$ cat config.mk
export PLATFORM = sky130hd
export DESIGN_NAME = i2c_regbank_target
export DESIGN_NICKNAME = d
export VERILOG_FILES = /design/src/rtl/i2cr_pkg.sv /design/src/rtl/i2cr_sync.sv /design/src/rtl/i2cr_regfile.sv /design/src/rtl/i2cr_ctrl.sv /design/src/rtl/i2c_regbank_target.sv
export SDC_FILE = /design/constraint.sdc
export NUM_CORES = 1
export LEC_CHECK = 0
export ABC_AREA = 0
export CELL_PAD_IN_SITES_DETAIL_PLACEMENT = 1
export CELL_PAD_IN_SITES_GLOBAL_PLACEMENT = 2
export CORE_UTILIZATION = 34
export CTS_CLUSTER_SIZE = 20
export DETAILED_ROUTE_END_ITERATION = 7
export PLACE_DENSITY_LB_ADDON = 0.1
export SLEW_MARGIN = 40
export SYNTH_ARGS = -nofsm -noshare
export SYNTH_HDL_FRONTEND = slang
export SYNTH_SLANG_ARGS = --single-unit
export TNS_END_PERCENT = 20
$ cat constraint.sdc
create_clock -name clk -period 1.9 [get_ports clk]
set_input_delay 0.19 -clock clk [delete_from_list [all_inputs] [get_ports clk]]
set_output_delay 0.19 -clock clk [all_outputs]
set_load 0.1 [all_outputs]
$ cat src/rtl/i2cr_pkg.sv
`timescale 1ns/1ps
package i2cr_pkg;
   localparam int          BYTE_W     = 8;
   localparam int          NUM_RW     = 3;
   localparam int          CNT_W      = $clog2(BYTE_W + 1);
   localparam logic [7:0]  SUB_STATUS = 8'h03;

   typedef enum logic [3:0] {
      ST_IDLE, ST_ADDR, ST_AACK, ST_SUB, ST_SACK,
      ST_WR, ST_WACK, ST_RD, ST_MACK
   } ctl_state_e;

   // pointer step used after every byte read: the last mapped entry wraps
   function automatic logic [7:0] ptr_next(input logic [7:0] p);
      return (p == SUB_STATUS) ? 8'h00 : p + 8'h01;
   endfunction
endpackage

$ cat src/rtl/i2cr_sync.sv
`timescale 1ns/1ps
module i2cr_sync #(
   parameter int STAGES  = 2,
   parameter bit RST_VAL = 1'b1
) (
   input  logic clk,
   input  logic rst_n,
   input  logic d,
   output logic q,
   output logic rise,
   output logic fall
);
   generate
      if (STAGES < 2) begin : g_bad_depth
         $error("i2cr_sync: STAGES must be at least 2");
      end
   endgenerate

   logic [STAGES-1:0] chain;
   logic              prev;

   always_ff @(posedge clk or negedge rst_n) begin
      if (!rst_n) begin
         chain <= {STAGES{RST_VAL}};
         prev  <= RST_VAL;
      end else begin
         chain <= {chain[STAGES-2:0], d};
         prev  <= chain[STAGES-1];
      end
   end

   assign q    = chain[STAGES-1];
   assign rise = q & ~prev;
   assign fall = ~q & prev;
endmodule

$ cat src/rtl/i2cr_regfile.sv
`timescale 1ns/1ps
module i2cr_regfile
   import i2cr_pkg::*;
#(
   parameter logic [7:0] RST_CMD = 8'h00,
   parameter logic [7:0] RST_DIM = 8'h00,
   parameter logic [7:0] RST_AUX = 8'h00
) (
   input  logic       clk,
   input  logic       rst_n,
   input  logic       wr_en,
   input  logic [7:0] addr,
   input  logic [7:0] wr_data,
   input  logic [7:0] status_i,
   output logic [7:0] rd_data,
   output logic [7:0] cmd_q,
   output logic [7:0] dim_q,
   output logic [7:0] aux_q
);
   localparam logic [NUM_RW-1:0][7:0] RST_VALS = {RST_AUX, RST_DIM, RST_CMD};

   logic [7:0] store [NUM_RW];

   generate
      for (genvar i = 0; i < NUM_RW; i++) begin : g_reg
         always_ff @(posedge clk or negedge rst_n) begin
            if (!rst_n)                              store[i] <= RST_VALS[i];
            else if (wr_en && addr == 8'(i))         store[i] <= wr_data;
         end
      end
   endgenerate

   always_comb begin
      rd_data = 8'h00;
      for (int i = 0; i < NUM_RW; i++)
         if (addr == 8'(i)) rd_data = store[i];
      if (addr == SUB_STATUS) rd_data = status_i;
   end

   assign cmd_q = store[0];
   assign dim_q = store[1];
   assign aux_q = store[2];
endmodule

$ cat src/rtl/i2cr_ctrl.sv
`timescale 1ns/1ps
module i2cr_ctrl
   import i2cr_pkg::*;
#(
   parameter logic [6:0] DEV_ADDR = 7'h3A
) (
   input  logic       clk,
   input  logic       rst_n,
   input  logic       scl_q,
   input  logic       scl_rise,
   input  logic       scl_fall,
   input  logic       sda_q,
   input  logic       sda_rise,
   input  logic       sda_fall,
   input  logic [7:0] rd_data,
   output logic       sda_oe,
   output logic       wr_en,
   output logic [7:0] wr_data,
   output logic [7:0] ptr,
   output logic       ev_start,
   output logic       ev_stop,
   output ctl_state_e st
);
   logic [CNT_W-1:0]  cnt;
   logic [BYTE_W-1:0] shreg;
   logic [BYTE_W-2:0] tx;
   logic              rw;
   logic              full;

   assign ev_start = sda_fall & scl_q;
   assign ev_stop  = sda_rise & scl_q;
   assign full     = (cnt == CNT_W'(BYTE_W));

   always_ff @(posedge clk or negedge rst_n) begin
      if (!rst_n) begin
         st      <= ST_IDLE;
         cnt     <= '0;
         shreg   <= '0;
         tx      <= '0;
         rw      <= 1'b0;
         ptr     <= 8'h00;
         sda_oe  <= 1'b0;
         wr_en   <= 1'b0;
         wr_data <= 8'h00;
      end else begin
         wr_en <= 1'b0;
         if (ev_start) begin
            st     <= ST_ADDR;
            cnt    <= '0;
            sda_oe <= 1'b0;
         end else if (ev_stop) begin
            st     <= ST_IDLE;
            sda_oe <= 1'b0;
         end else if (scl_rise) begin
            shreg <= {shreg[BYTE_W-2:0], sda_q};
            if (!full) cnt <= cnt + CNT_W'(1);
         end else if (scl_fall) begin
            unique case (st)
               ST_ADDR: if (full) begin
                  if (shreg[7:1] == DEV_ADDR) begin
                     rw     <= shreg[0];
                     sda_oe <= 1'b1;
                     st     <= ST_AACK;
                  end else begin
                     st <= ST_IDLE;
                  end
               end
               ST_AACK: begin
                  cnt <= '0;
                  if (rw) begin
                     tx     <= rd_data[6:0];
                     sda_oe <= ~rd_data[7];
                     st     <= ST_RD;
                  end else begin
                     sda_oe <= 1'b0;
                     st     <= ST_SUB;
                  end
               end
               ST_SUB: if (full) begin
                  ptr    <= shreg;
                  sda_oe <= 1'b1;
                  st     <= ST_SACK;
               end
               ST_WR: if (full) begin
                  wr_en   <= 1'b1;
                  wr_data <= shreg;
                  sda_oe  <= 1'b1;
                  st      <= ST_WACK;
               end
               ST_SACK, ST_WACK: begin
                  sda_oe <= 1'b0;
                  cnt    <= '0;
                  st     <= ST_WR;
               end
               ST_RD: begin
                  if (full) begin
                     sda_oe <= 1'b0;
                     ptr    <= ptr_next(ptr);
                     st     <= ST_MACK;
                  end else begin
                     sda_oe <= ~tx[6];
                     tx     <= {tx[5:0], 1'b0};
                  end
               end
               ST_MACK: begin
                  if (!shreg[0]) begin
                     tx     <= rd_data[6:0];
                     sda_oe <= ~rd_data[7];
                     cnt    <= '0;
                     st     <= ST_RD;
                  end else begin
                     st <= ST_IDLE;
                  end
               end
               default: ;
            endcase
         end
      end
   end
endmodule

$ cat src/rtl/i2c_regbank_target.sv
`timescale 1ns/1ps
module i2c_regbank_target
   import i2cr_pkg::*;
#(
   parameter logic [6:0] DEV_ADDR    = 7'h3A,
   parameter int         SYNC_STAGES = 2,
   parameter logic [7:0] RST_CMD     = 8'h00,
   parameter logic [7:0] RST_DIM     = 8'h00,
   parameter logic [7:0] RST_AUX     = 8'h00
) (
   input  logic       clk,
   input  logic       rst_n,
   input  logic       scl_i,
   input  logic       sda_i,
   output logic       sda_oe,
   input  logic [7:0] status_i,
   output logic [7:0] cmd_q,
   output logic [7:0] dim_q,
   output logic [7:0] aux_q
);
   generate
      if (DEV_ADDR == 7'h00) begin : g_bad_addr
         $error("i2c_regbank_target: address 0 is reserved for broadcast");
      end
      if (SYNC_STAGES < 2) begin : g_bad_sync
         $error("i2c_regbank_target: SYNC_STAGES must be at least 2");
      end
   endgenerate

   logic       scl_q, scl_rise, scl_fall;
   logic       sda_q, sda_rise, sda_fall;
   logic       wr_en;
   logic [7:0] wr_data, ptr, rd_data;
   logic       ev_start, ev_stop;
   ctl_state_e st;

   i2cr_sync #(.STAGES(SYNC_STAGES), .RST_VAL(1'b1)) u_scl_sync (
      .clk(clk), .rst_n(rst_n), .d(scl_i),
      .q(scl_q), .rise(scl_rise), .fall(scl_fall));

   i2cr_sync #(.STAGES(SYNC_STAGES), .RST_VAL(1'b1)) u_sda_sync (
      .clk(clk), .rst_n(rst_n), .d(sda_i),
      .q(sda_q), .rise(sda_rise), .fall(sda_fall));

   i2cr_ctrl #(.DEV_ADDR(DEV_ADDR)) u_ctrl (
      .clk(clk), .rst_n(rst_n),
      .scl_q(scl_q), .scl_rise(scl_rise), .scl_fall(scl_fall),
      .sda_q(sda_q), .sda_rise(sda_rise), .sda_fall(sda_fall),
      .rd_data(rd_data), .sda_oe(sda_oe), .wr_en(wr_en),
      .wr_data(wr_data), .ptr(ptr),
      .ev_start(ev_start), .ev_stop(ev_stop), .st(st));

   i2cr_regfile #(.RST_CMD(RST_CMD), .RST_DIM(RST_DIM), .RST_AUX(RST_AUX)) u_regs (
      .clk(clk), .rst_n(rst_n), .wr_en(wr_en), .addr(ptr),
      .wr_data(wr_data), .status_i(status_i), .rd_data(rd_data),
      .cmd_q(cmd_q), .dim_q(dim_q), .aux_q(aux_q));
endmodule

==> results.ini, run 1 <==
[worst_setup_path]
critPathLaunch=u_ctrl.ptr[5]
r2r_slack_ps=-60
path_max_fanout=8
max_stage_delay_ps=550
cp.required_ps=2140
endpoint=u_regs.dim_q[4]
end_kind=flop
r2r-start=u_ctrl.ptr[5]
r2r-end=u_regs.dim_q[4]
r2r_cells=5
cp_slowest_cell=or4_4
arrival_ps=2200
path_class=flop to flop
path_cells=or4_4, nor3_4, buf_6, nand3_4, mux2_2
critPathLaunchType=flop

[final_layout]
multi_input_area_um2=1944
n_fill_cell=1192
seq_area_um2=1813
num-nets-final=464
layout-drive-gt1-share_pct=42.13
syn_to_final_growth_pct=34.44
antenna-diode-count=0

[yosys]
ys_ff_latch=72
synth_area_um2=3792
synthDistinctLibCells=60
syn_inst=346
ys_warn_count=0
syn_area_per_cell_um2=10.96
syn_nets=364
synth_edf_count=0
yosysSeqAreaShare_pct=47.71
async_flop_share_pct=100.0
ys.flop_type=dfrtp_1

[clock_network]
root_buffer=clkbuf_8
h-tree-depth=3
clock_latency_ps=360
clockBufferDepth=2
cts_sinks=72
numCtsBuffers=9
cts_tree=yes
cts.clk_slew.worst_paths_ps=80

[placed_design]
port_buffers=36
pre_cts_ws_ps=-96.81
dp_hpwl_um=8145
routabilityCongestion=0.7621

[sta]
skew_ps=9.898
slew_headroom_pct=74.89
fin_crit_ps=1965
fin_tns_setup_ps=-1231
rsz0062_at_grt=true
final.period_utilization_pct=103.4
setup_viol=27
worst_slack_ps=-64.80
tightest_slew_ps=372.7
drv_slew=0
finalHoldViolCount=0
timing.hold.ws_ps=235.7
fmax_mhz=509.0

[hold_path]
hold_path.class=input port to flop

[floorplanning]
num_io_pins=37
die_area_um2=11580
coreArea_um2=10840
initial_core_util_pct=34.98
dieWidth_um=107.6
row_count=38
fp.dieH_um=107.6

[global_route]
grt_usage_pct=20.18
antenna_found_initial=0
grt_pass1_vias=3296
grt_max_degree=35
grt_overflow=0
grt_pass1_wl_um=17460

[outcome]
status=finished, violations left
violations=setup timing

[power_and_ir_drop]
power_per_cell_area_nw_per_um2=663.7
ir_drop_mv=0.4340
leakagePower_uw=0.002285

[routing]
vias_per_cell=5.325
antenna_left=0
wirelength_um=10840
drcViolationCount=0
first_iter_violations=122
routedWlPerCell_um=18.35
vias=3147
dr.pass1.iters=4

[job]
cap_viol_max_count=0

-- synth_stat cells (2+ instances only) --
library cell,n,area share (%)
dfrtp_1,66,44
mux2_2,40,12
a21oi_1,28,3.7
nand2_1,22,2.2
o21ai_0,18,2.4
inv_1,11,1.1
nor2b_1,11,1.8
buf_2,10,1.3
nand2b_1,10,1.6
nor2_1,10,0.99
clkbuf_1,9,0.89
o31ai_1,9,1.8
a221oi_1,7,1.6
nand3_1,7,0.92
dfstp_2,6,4.2
ha_1,6,2.0
o2bb2ai_1,6,1.4
nor3_1,5,0.66
a211oi_1,4,0.79
nand3b_1,4,0.79
and2_1,3,0.49
and3_1,3,0.49
nand4_1,3,0.49
nor3b_1,3,0.59
a21o_1,2,0.40
a22oi_1,2,0.40
a311oi_1,2,0.46
a31oi_1,2,0.33
nand3_4,2,0.92
nor4_1,2,0.33
nor4b_2,2,0.79
o211a_1,2,0.53
o21a_1,2,0.40
-- final cells by class --
cell class              instances  share of cell area [%]
inverters                      11                  0.8098
clock buffers                   9                   2.429
flip-flops and latches         72                   35.56
repair buffers                109                   18.26
well taps                     140                   3.436
multi-input cells             243                   38.13
clock inverters                 7                   1.374
-- worst min-delay path by stage --
stage	startpoint	endpoint	slack (ps)	cells past startpoint
after global placement	rst_n	u_ctrl.st[1]	140	1
after global routing	scl_i	u_scl_sync.chain[0]	240	1
after CTS	sda_i	u_sda_sync.chain[0]	210	1
after detailed placement	rst_n	u_ctrl.st[2]	140	1
after floorplan	rst_n	u_ctrl.cnt[0]	-110	0
final	sda_i	u_sda_sync.chain[0]	240	1
-- flip-flops by register name, indices dropped and copies added, names as in the netlist, 4 cells and up --
signal / cells
u_ctrl.cnt: 4
u_ctrl.ptr: 8
u_ctrl.shreg: 8
u_ctrl.st: 4
u_ctrl.tx: 7
u_ctrl.wr_data: 8
u_regs.aux_q: 8
u_regs.cmd_q: 8
u_regs.dim_q: 8
-- where the power goes --
part	switching [uW]	internal, uW
sequential	54.8	1620
clock	636	609
combinational	233	236
-- kinds of logic after synthesis --
family,count (synthesis),share of synthesized area (%)
xor gates and xnor gates,1,0.2310
muxes,41,12.14
adders and majority gates,7,2.243
buffers and inverters,31,3.596
and+or+nand+nor,98,16.30
AOI/OAI and AO/OA,96,17.78
DFF,72,47.71
-- metrics by stage --
step | area [um^2] | total power [uW] | utilization [%] | instances
after floorplan | 3792 | 1891 | - | 346
after detailed placement | 4741 | 2177 | 43.73 | 570
after global routing | 5099 | 3556 | 47.03 | 591
after CTS | 4962 | 3427 | 45.78 | 588
after global placement | 4741 | 2163 | 43.73 | 570
final | 5099 | 3384 | 47.03 | 591
-- timing repair --
item | CTS | global route
setup buffers | 1 | 3
gates resized for setup | 6 | 25
hold buffers | 1 | 0
pin swaps | 3 | 10
hold endpoints to repair | 23 | 0
endpoints found under the setup margin | 31 | 52
-- metal layers --
layer,share of wire (%),up-vias,global-route usage [%],wire [um]
li1,-,1488,-,-
met1,48,1607,27.15,5198
met2,49,38,33.24,5295
met3,1.9,14,2.603,202
met4,1.3,0,7.045,146
met5,0,-,0,0
-- critical path: cells and delay by family, from the launching register on --
kind                   cells  cell delay, ps
multiplexers               1             330
buffers and inverters      1             150
flip-flops                 1             400
AND/OR/NAND/NOR            3             960
-- cells in the final DEF (no fill, tap or decap), types with 4 or more instances in the layout --
master            n
nand2_1          22
nand2b_1         10
o2bb2ai_1         6
buf_4            87
clkbuf_8          9
inv_1            11
nor2_1           10
nor3_1            5
clkdlybuf4s50_1  10
dfstp_2           6
buf_12            5
o21ai_0          12
nor2b_1          11
mux2_2           40
nand3_1           7
a221oi_1          4
buf_6             6
ha_1              5
o21ai_1           6
a21oi_1          26
o31ai_1           8
dfrtp_1          63
nand3b_1          4
Power figures use the tool's default switching activity.
==> run 2: changes to the inputs <==
--- a/config.mk
+++ b/config.mk
@@ -11,7 +11,7 @@
 export CORE_UTILIZATION = 34
 export CTS_CLUSTER_SIZE = 20
 export DETAILED_ROUTE_END_ITERATION = 7
-export PLACE_DENSITY_LB_ADDON = 0.1
+export PLACE_DENSITY_LB_ADDON = 0.25
 export SLEW_MARGIN = 40
 export SYNTH_ARGS = -nofsm -noshare
 export SYNTH_HDL_FRONTEND = slang
==> run 2 against run 1 <==
Compared with the run above: the flow still finishes with violations (setup timing); critical path depth rose by 1; first-iteration DRC count fell by 0.82%; worst hold slack improved by 6.2 ps; combinational power fell by 4.5%; clock skew rose by 2.1 ps; cell area fell by 0.86%; clock power rose by 13%; sequential share of layout area rose by 0.31 points; via count fell by 0.22%; die area did not move; non-clock buffer count fell by 5.
==> results.ini, run 2 (synthesis gave the netlist of run 1 again) <==
[placed_design]
dp_hpwl_um=8037  ; -1.3%
port_buffers=36  ; unchanged
routabilityCongestion=0.7738  ; +1.5%
post-place-cells=563  ; -1.2%
postPlaceCellArea_um2=4676  ; -1.4%

[worst_setup_path]
r2r_cells=6  ; +1
cp.required_ps=2140  ; about the same
r2r-end=u_ctrl.ptr[4]
endpoint=u_ctrl.ptr[4]
critPathLaunch=u_ctrl.ptr[4]
arrival_ps=2210  ; about the same
r2r-start=u_ctrl.ptr[4]
critPathLaunchType=flop
r2r_slack_ps=-60  ; about the same
path_max_fanout=5  ; -3
end_kind=flop
path_class=flop to flop

[clock_network]
cts.clk_slew.worst_paths_ps=70  ; about the same
cts_sinks=72  ; unchanged
cts_tree=yes
numCtsBuffers=9  ; unchanged
clockBufferDepth=2  ; unchanged
h-tree-depth=3  ; unchanged
clock_latency_ps=360  ; about the same
root_buffer=clkbuf_8

[sta]
rsz0062_at_grt=true
finalHoldViolCount=0  ; unchanged
timing.hold.ws_ps=241.9  ; +6.196 ps
skew_ps=11.98  ; +2.086 ps
final.period_utilization_pct=103.4  ; about the same
slew_headroom_pct=68.18  ; -6.7 points
drv_slew=0  ; unchanged
fmax_mhz=509.1  ; about the same
fin_crit_ps=1964  ; -0.4883 ps
worst_slack_ps=-64.31  ; +0.4883 ps
tightest_slew_ps=477.3  ; +104.6 ps
setup_viol=21  ; -22%

[floorplanning]
dieWidth_um=107.6  ; unchanged
num_io_pins=37  ; unchanged
die_area_um2=11580  ; unchanged
initial_core_util_pct=34.98  ; unchanged
row_count=38  ; unchanged
fp.dieH_um=107.6  ; unchanged
coreArea_um2=10840  ; unchanged

[final_layout]
mostFrequentLayoutCells=buf_4 (85), dfrtp_1 (63), mux2_2 (40), a21oi_1 (26), nand2_1 (22)
seq_area_um2=1813  ; unchanged
fin_util_pct=46.63  ; -0.40 points
antenna-diode-count=0  ; unchanged
final_common_cell=buf_4
n_fill_cell=1202  ; +0.84%
syn_to_final_growth_pct=33.29
design_area_um2=5055  ; -0.86%
num-nets-final=459  ; -1.1%
layout-drive-gt1-share_pct=42.15  ; about the same
stdcell_count=586  ; -0.85%
multi_input_area_um2=1923  ; -1.1%

[hold_path]
hold_path.class=input port to flop

[global_route]
grt_max_degree=33  ; -5.7%
grt_pass1_wl_um=17380  ; -0.47%
antenna_found_initial=0  ; unchanged
grt_overflow=0  ; unchanged
grt_usage_pct=19.90  ; -0.28 points
grt_pass1_vias=3280  ; -0.49%

[routing]
first_iter_violations=121  ; -0.82%
wirelength_um=10790  ; -0.45%
vias=3140  ; -0.22%
drcViolationCount=0  ; unchanged
antenna_left=0  ; unchanged
vias_per_cell=5.358  ; +0.63%
routedWlPerCell_um=18.42  ; +0.40%
dr.pass1.iters=4  ; unchanged

[outcome]
violations=setup timing
status=finished, violations left

[power_and_ir_drop]
leakagePower_uw=0.002263  ; -0.95%
power_per_cell_area_nw_per_um2=698.1  ; +5.2%
power_uw=3529  ; +4.3%
ir_drop_mv=0.3993  ; -8.0%

[job]
cap_viol_max_count=0  ; unchanged

[run 2: metrics by stage]
step	setup TNS [ps]	worst slack (ps)
2_1_floorplan	0	53.20
3_3_place_gp	-299.9	-16.99
3_5_place_dp	-933.7	-49.54
4_1_cts	-196.0	-30.30
5_1_grt	-2322	-119.5
6_report	-840.6	-64.31
[run 2: worst min-delay path by stage]
stage / start / end / slack, ps / cells after the start
detailed placement: rst_n / u_ctrl.rw / 180 / 1
global placement: rst_n / u_ctrl.rw / 180 / 1
global route: scl_i / u_scl_sync.chain[0] / 230 / 1
finish: scl_i / u_scl_sync.chain[0] / 240 / 1
floorplan: rst_n / u_ctrl.cnt[0] / -110 / 0
CTS: scl_i / u_scl_sync.chain[0] / 220 / 1
[run 2: area by class of cell]
cell class / count / area share [%]
Inverter: 11 / 0.8168
Tap cell: 140 / 3.465
Sequential cell: 72 / 35.87
Multi-Input combinational cell: 243 / 38.04
Timing Repair Buffer: 104 / 17.28
Clock inverter: 6 / 1.807
Clock buffer: 10 / 2.723
[run 2: power by group]
| group | switching (uW) | internal [uW] | total, uW |
|---|---|---|---|
| Clock | 623 | 782 | 1400 |
| Combinational | 228 | 220 | 448 |
| Sequential | 60.8 | 1620 | 1680 |
[run 2: timing repair]
action | in CTS | in global routing
endpoints found under the setup margin | 31 | 46
gates cloned | 0 | 0
hold buffers | 1 | 0
pin swaps | 0 | 13
buffers inserted | 3 | 3
gates resized for setup | 6 | 24
endpoints found under the hold margin | 28 | 0
[run 2: layer usage]
layer	vias up	track usage, %	wire, um
li1	1479	-	-
met5	-	0	0
met3	11	3.269	261
met4	0	7.143	150
met2	57	32.69	5345
met1	1593	26.33	5036
[run 2: critical path: stages, from the launching register on]
cell and delay [ps]:
dfrtp_1 390, or4_4 570, buf_6 140, o41ai_4 290
buf_4 190, o21ai_1 70, a21o_2 210
